### config.mk
export PLATFORM = sky130hd
export DESIGN_NAME = sparse_row_acc
export DESIGN_NICKNAME = d
export VERILOG_FILES = /design/src/rtl/sra_pkg.sv /design/src/rtl/sra_ring_ops.sv /design/src/rtl/sra_match.sv /design/src/rtl/sparse_row_acc.sv
export SDC_FILE = /design/constraint.sdc
export NUM_CORES = 1
export LEC_CHECK = 0
export BUFFER_PORTS_ARGS = -buffer_cell sky130_fd_sc_hd__buf_2
export CORE_MARGIN = 2
export CORE_UTILIZATION = 50
export CTS_BUF_LIST = sky130_fd_sc_hd__clkbuf_2
export DETAILED_ROUTE_END_ITERATION = 12
export PLACE_DENSITY = 0.65
export SLEW_MARGIN = 25
export SYNTH_ARGS = -nofsm -noshare
export SYNTH_HDL_FRONTEND = slang
export SYNTH_SLANG_ARGS = --single-unit
### constraint.sdc
create_clock -name clk -period 5 [get_ports clk]
set_input_delay 1 -clock clk [delete_from_list [all_inputs] [get_ports clk]]
set_output_delay 1 -clock clk [all_outputs]
set_load 0.02 [all_outputs]
### src/rtl/sra_pkg.sv
package sra_pkg;
    typedef enum logic {
        ST_ACCUM = 1'b0,
        ST_DRAIN = 1'b1
    } sra_state_t;

    typedef enum logic {
        RING_PLUS_TIMES = 1'b0,
        RING_MIN_PLUS   = 1'b1
    } sra_ring_t;
endpackage

### src/rtl/sra_ring_ops.sv
module sra_ring_ops
    import sra_pkg::*;
#(
    parameter int VAL_W = 16
) (
    input  sra_ring_t          ring_c,
    input  logic [VAL_W-1:0]   op_a,
    input  logic [VAL_W-1:0]   op_b,
    output logic [VAL_W-1:0]   contrib,
    input  sra_ring_t          ring_m,
    input  logic [VAL_W-1:0]   acc_old,
    input  logic [VAL_W-1:0]   acc_add,
    output logic [VAL_W-1:0]   acc_new
);
    logic [VAL_W:0] sum_wide;

    // Combine step (stage 1)
    always_comb begin
        sum_wide = {1'b0, op_a} + {1'b0, op_b};
        unique case (ring_c)
            RING_PLUS_TIMES: contrib = VAL_W'(op_a * op_b);
            RING_MIN_PLUS:   contrib = sum_wide[VAL_W] ? '1 : sum_wide[VAL_W-1:0];
        endcase
    end

    // Accumulate step (stage 2)
    always_comb begin
        unique case (ring_m)
            RING_PLUS_TIMES: acc_new = acc_old + acc_add;
            RING_MIN_PLUS:   acc_new = (acc_add < acc_old) ? acc_add : acc_old;
        endcase
    end
endmodule

### src/rtl/sra_match.sv
module sra_match #(
    parameter int DEPTH  = 8,
    parameter int IDX_W  = 8,
    parameter int SLOT_W = 3
) (
    input  logic                 clk,
    input  logic                 rst_n,
    input  logic [IDX_W-1:0]     keys [DEPTH],
    input  logic [DEPTH-1:0]     key_valid,
    input  logic [IDX_W-1:0]     search,
    output logic                 hit,
    output logic [SLOT_W-1:0]    hit_slot
);
    logic [DEPTH-1:0] hit_vec;

    for (genvar g = 0; g < DEPTH; g++) begin : g_cmp
        assign hit_vec[g] = key_valid[g] && (keys[g] == search);
    end

    always_comb begin
        hit_slot = '0;
        for (int i = DEPTH - 1; i >= 0; i--) begin
            if (hit_vec[i]) hit_slot = SLOT_W'(i);
        end
    end

    assign hit = |hit_vec;


    unique_key_chk: assert property (@(posedge clk) disable iff (!rst_n)
        $onehot0(hit_vec));
endmodule

### src/rtl/sparse_row_acc.sv
module sparse_row_acc
    import sra_pkg::*;
#(
    parameter int IDX_W = 8,
    parameter int VAL_W = 16,
    parameter int DEPTH = 8
) (
    input  logic               clk,
    input  logic               rst_n,
    input  logic               clear,
    input  logic               mode,
    input  logic               in_valid,
    output logic               in_ready,
    input  logic [IDX_W-1:0]   in_idx,
    input  logic [VAL_W-1:0]   in_a,
    input  logic [VAL_W-1:0]   in_b,
    input  logic               drain_req,
    output logic               out_valid,
    output logic [IDX_W-1:0]   out_idx,
    output logic [VAL_W-1:0]   out_val,
    output logic               out_last,
    output logic               overflow
);
    localparam int SLOT_W = (DEPTH > 1) ? $clog2(DEPTH) : 1;
    localparam int CNT_W  = $clog2(DEPTH + 1);

    sra_state_t          state_q, state_d;
    logic [IDX_W-1:0]    key_q  [DEPTH];
    logic [VAL_W-1:0]    data_q [DEPTH];
    logic [DEPTH-1:0]    valid_q;
    logic [CNT_W-1:0]    count_q;
    logic [SLOT_W-1:0]   drain_ptr;

    logic                s1_valid;
    logic [IDX_W-1:0]    s1_idx;
    logic [VAL_W-1:0]    s1_val;
    sra_ring_t           s1_ring;

    logic                hit;
    logic [SLOT_W-1:0]   hit_slot;
    logic [VAL_W-1:0]    contrib, merged;
    logic                store_full, stall, drain_go, accept, merge_en;
    logic [SLOT_W-1:0]   free_slot;

    sra_ring_ops #(.VAL_W(VAL_W)) u_ops (
        .ring_c  (sra_ring_t'(mode)),
        .op_a    (in_a),
        .op_b    (in_b),
        .contrib (contrib),
        .ring_m  (s1_ring),
        .acc_old (data_q[hit_slot]),
        .acc_add (s1_val),
        .acc_new (merged)
    );

    sra_match #(.DEPTH(DEPTH), .IDX_W(IDX_W), .SLOT_W(SLOT_W)) u_match (
        .clk       (clk),
        .rst_n     (rst_n),
        .keys      (key_q),
        .key_valid (valid_q),
        .search    (s1_idx),
        .hit       (hit),
        .hit_slot  (hit_slot)
    );

    // Control and outputs
    always_comb begin
        store_full = (count_q == CNT_W'(DEPTH));
        free_slot  = SLOT_W'(count_q);
        stall      = s1_valid && !hit && store_full;
        drain_go   = (state_q == ST_ACCUM) && drain_req && !s1_valid && (count_q != '0);
        in_ready   = (state_q == ST_ACCUM) && !drain_go && !stall;
        accept     = in_valid && in_ready;
        merge_en   = (state_q == ST_ACCUM) && s1_valid && !stall;
        overflow   = stall;
        out_valid  = (state_q == ST_DRAIN);
        out_idx    = key_q[drain_ptr];
        out_val    = data_q[drain_ptr];
        out_last   = (state_q == ST_DRAIN) && (CNT_W'(drain_ptr) + CNT_W'(1) == count_q);
    end

    always_comb begin
        state_d = state_q;
        unique case (state_q)
            ST_ACCUM: if (drain_go) state_d = ST_DRAIN;   // START_DRAIN
            ST_DRAIN: if (out_last) state_d = ST_ACCUM;   // END_DRAIN
        endcase
        if (clear) state_d = ST_ACCUM;                     // CLEAR
    end

    always_ff @(posedge clk or negedge rst_n) begin
        if (!rst_n) state_q <= ST_ACCUM;
        else        state_q <= state_d;
    end

    // Stage 1: combine register
    always_ff @(posedge clk or negedge rst_n) begin
        if (!rst_n) begin
            s1_valid <= 1'b0;
            s1_idx   <= '0;
            s1_val   <= '0;
            s1_ring  <= RING_PLUS_TIMES;
        end else if (clear) begin
            s1_valid <= 1'b0;
        end else if (accept) begin
            s1_valid <= 1'b1;
            s1_idx   <= in_idx;
            s1_val   <= contrib;
            s1_ring  <= sra_ring_t'(mode);
        end else if (merge_en) begin
            s1_valid <= 1'b0;
        end
    end

    // Stage 2: occupancy and drain pointer
    always_ff @(posedge clk or negedge rst_n) begin
        if (!rst_n) begin
            valid_q   <= '0;
            count_q   <= '0;
            drain_ptr <= '0;
        end else if (clear || out_last) begin
            valid_q   <= '0;
            count_q   <= '0;
            drain_ptr <= '0;
        end else begin
            if (merge_en && !hit) begin
                valid_q[free_slot] <= 1'b1;
                count_q            <= count_q + CNT_W'(1);
            end
            if (state_q == ST_DRAIN) drain_ptr <= drain_ptr + SLOT_W'(1);
            else                     drain_ptr <= '0;
        end
    end

    // Stage 2: key and data arrays
    always_ff @(posedge clk) begin
        if (merge_en && !clear) begin
            if (hit) begin
                data_q[hit_slot] <= merged;
            end else begin
                key_q[free_slot]  <= s1_idx;
                data_q[free_slot] <= s1_val;
            end
        end
    end


    overflow_stall_chk: assert property (@(posedge clk) disable iff (!rst_n)
        overflow |-> !in_ready);

    held_stable_chk: assert property (@(posedge clk) disable iff (!rst_n)
        (overflow && !clear) |=> (overflow && $stable(s1_idx)));

    clear_empty_chk: assert property (@(posedge clk) disable iff (!rst_n)
        clear |=> (count_q == '0 && !overflow && !out_valid));

    last_in_drain_chk: assert property (@(posedge clk) disable iff (!rst_n)
        out_last |-> out_valid);

    drain_end_chk: assert property (@(posedge clk) disable iff (!rst_n)
        out_last |=> (count_q == '0 && !out_valid));

    drain_block_chk: assert property (@(posedge clk) disable iff (!rst_n)
        out_valid |-> !in_ready);

    count_bound_chk: assert property (@(posedge clk) disable iff (!rst_n)
        count_q <= CNT_W'(DEPTH));
endmodule

==> impl_metrics.ini <==
[sta]
finalCriticalPeriod_ps = 5368
clock.fmax_ghz = 0.1863
skew_ps = 80.07
finalSetupTns_ps = -33360
slew_headroom_pct = 40.93
final-setup-viol-count = 129
timing.final.max_slew_violations = 0
hold_viol_final = 0
rsz0062_at_grt = yes
final.setup.worst_slack_ps = -367.8
post-route-period-util_pct = 107.4
worst_slew_pin_slew_ps = 882.8

[detailed_routing]
viasPerCell = 5.475
vias = 12642
dr.pass1.iters = 5
ant_nets = 0
wl_um = 45190
drtIter0Drc = 780
wl_per_cell_um = 19.57
drcViolationCount = 0

[power_and_ir_drop]
p_total_uw = 9285
switching_share_pct = 38.55
power.share.clock_pct = 12.5
p_comb_share_pct = 58.3
power.leakage_uw = 0.009027
power_frac_seq_pct = 29.2
p_per_area_nw_per_um2 = 430.7
power.internal_uw = 5706
vdd_ir_drop_max_v = 0.0003693
switchingPower_uw = 3579

[logic_synthesis]
seq_area_frac_synth_pct = 39.52
synth_top_flop_cell = edfxtp_1
netlist_instances = 1471
yosysTopAreaCellShare_pct = 33.42
ys_ff_latch = 234
yosys_warnings = 0
syn_avg_cell_area_sq_um = 11.73
yosysTopAreaCell = edfxtp_1
syn-cell-area_sq_um = 17250
async_reset_ff_share_pct = 17.95
yosysUniqueCellTypes = 76
synthTopCellsByArea = edfxtp_1, fa_1, ha_1, mux4_2, dfrtp_1
synth_edf_count = 192
synth_fp_nets = 1699

[grt]
antenna_found_initial = 2
grt_overflow = 0
grt_max_degree = 43
grt_pass1_wl_um = 71270
grt_usage_pct = 25.57
grt_pass1_vias = 13086

[hold_path]
hold_class = in -> async

[critical_path]
r2r_slack_ps = -370
end_kind = flop
r2r_cells = 24
worst_ep_arrival_time_ps = 6020
reg2reg_to = data_q[6][15]
worst_ep_required_time_ps = 5650
worstReg2RegStart = s1_idx[5]
critPathMaxFanout = 8
critPathKind = reg -> reg
start_kind = flop

[floorplanning]
start_util_pct = 50.31
core.rowCount = 68
dieHeight_um = 189.7
die_x_um = 189.7
dieArea_sq_um = 36000
core_sq_um = 34290
ios = 74

[place]
port-buffer-count = 73
place_area_sq_um = 19590
place_congestion = 0.8625
dp_hpwl_um = 32840

[clocking]
cts.sinks = 234
numCtsBuffers = 54
clk_latency_ps = 910
htreeDepth = 2
tritoncts = built
clkSlewWorstSetupHoldPaths_ps = 100
clock_path_buffers = 3
holdBufCountCts = 0
cts_root_buf = clkbuf_2

[cells_and_area]
final_cell_mix = buf_4, edfxtp_1, nand2_1
nFillCells = 2668
final_nets = 2041
final_common_cell = buf_4
layout-drive-gt1-share_pct = 35.94
final_area_sq_um = 21560
area_growth_pct = 24.97

[run_status]
violations = setup timing
status = complete, but fails checks

[flow_run]
maxCapViolCount = 0
[power by group through the flow]
stage	clock (uW)	sequential, uW	combinational [uW]
after floorplan	0	2670	3320
after global placement	0	2730	4760
after detailed placement	0	2730	4880
after CTS	1190	2700	5240
after global routing	1280	2730	5990
final	1160	2710	5410
[cell type report]
class / count / area (sq um) / area share, %
multi-input cells: 1049 / 10490 / 48.66
flip-flops and latches: 234 / 6828 / 31.67
repair buffers: 346 / 2720 / 12.62
well taps: 455 / 569.3 / 2.641
inverters: 128 / 489.2 / 2.269
clock buffers: 77 / 385.4 / 1.788
clock inverters: 19 / 73.82 / 0.3424
diodes: 1 / 2.502 / 0.01161
[metal layers]
metal | share of wire, % | vias up | GRT usage (%) | wire length [um]
met3 | 5.8 | 68 | 3.818 | 2634
li1 | - | 5929 | - | -
met1 | 44 | 6249 | 34.89 | 19810
met5 | 0.029 | - | 0 | 13
met4 | 1.9 | 2 | 6.887 | 860
met2 | 48 | 394 | 42.97 | 21870
[kinds of logic (layout without fill, tap and decap cells)]
| kind of cell | Yosys count | count (layout) | share of synthesized area, % |
|---|---|---|---|
| adder cells (fa/ha/maj) | 182 | 182 | 16.77 |
| AND/OR/NAND/NOR | 375 | 375 | 10.73 |
| multiplexers | 183 | 183 | 14.38 |
| AO/OA/AOI/OAI | 171 | 172 | 6.586 |
| XOR/XNOR | 137 | 137 | 6.956 |
| other | 0 | 1 | 0 |
| flip-flops | 234 | 234 | 39.52 |
| buffers and inverters | 189 | 570 | 5.063 |
[synth_stat cells, drive strengths merged, types with 3 or more instances]
cell type / instances
xor2: 24
or2: 8
a21oi: 34
a31oi: 7
o221ai: 3
nor3: 28
o22ai: 17
mux2: 38
fa: 82
nor4: 5
edfxtp: 192
nand2b: 5
a221oi: 4
a21o: 11
a22oi: 9
nand2: 135
nand4: 9
a211oi: 6
o21a: 9
ha: 100
nand3: 21
and3: 6
or3: 4
and2: 76
dfrtp: 42
o21ai: 43
xnor2: 113
nor2b: 7
nor2: 62
clkbuf: 34
o21bai: 8
buf: 27
inv: 128
mux2i: 97
mux4: 48
o211ai: 5
[repair_timing]
item | CTS | global route
buffers inserted | 43 | 23
resized for setup | 132 | 54
cloned | 2 | 0
endpoints found under the setup margin | 129 | 132
pin swaps | 39 | 30
[metrics by stage]
step / hold WS, ps / utilization (%) / worst slack (ps) / std cells
6_report: 98.23 / 62.87 / -367.8 / 2309
5_1_grt: 101.7 / 62.87 / -571.9 / 2309
4_1_cts: 239.9 / 61.57 / -216.5 / 2289
3_5_place_dp: 535.9 / 57.13 / -918.4 / 2149
3_3_place_gp: 524.0 / 57.13 / -823.5 / 2149
2_1_floorplan: 463.5 / - / -554.2 / 1471
[sequential cells by signal, summed over array words and instances (netlist names)]
signal,cells
s1_ring,1
s1_val,16
count_q,4
s1_idx,8
data_q,128
valid_q,8
out_valid,1
drain_ptr,3
s1_valid,1
key_q,64
[worst max-delay path: stages, from the launching register on]
cell and delay, ps:
dfrtp_1 410, buf_6 150, xnor2_2 160, nand4_1 180
or3_1 430, a21boi_1 140, o21bai_1 240, a21oi_2 120
nor2_4 160, buf_12 130, buf_12 120, buf_4 130
mux2i_1 100, mux2i_4 250, inv_1 90, ha_1 210
or4_4 550, a31oi_4 180, o21bai_4 100, a2111oi_4 320
buf_4 170, o41a_4 150, o21ai_2 60, xor2_1 160
a221oi_4 380
[worst max path at each step]
stage	from	endpoint	slack, ps	cells after the start
2_1_floorplan	in_b[1]	s1_val[15]	-550	20
3_3_place_gp	in_a[7]	s1_val[15]	-820	19
3_5_place_dp	in_b[3]	s1_val[15]	-920	22
4_1_cts	s1_idx[5]	data_q[2][2]	-220	25
5_1_grt	s1_idx[5]	data_q[5][3]	-570	25
6_report	s1_idx[5]	data_q[6][15]	-370	24
No activity file was read; power rests on OpenSTA's default activity.
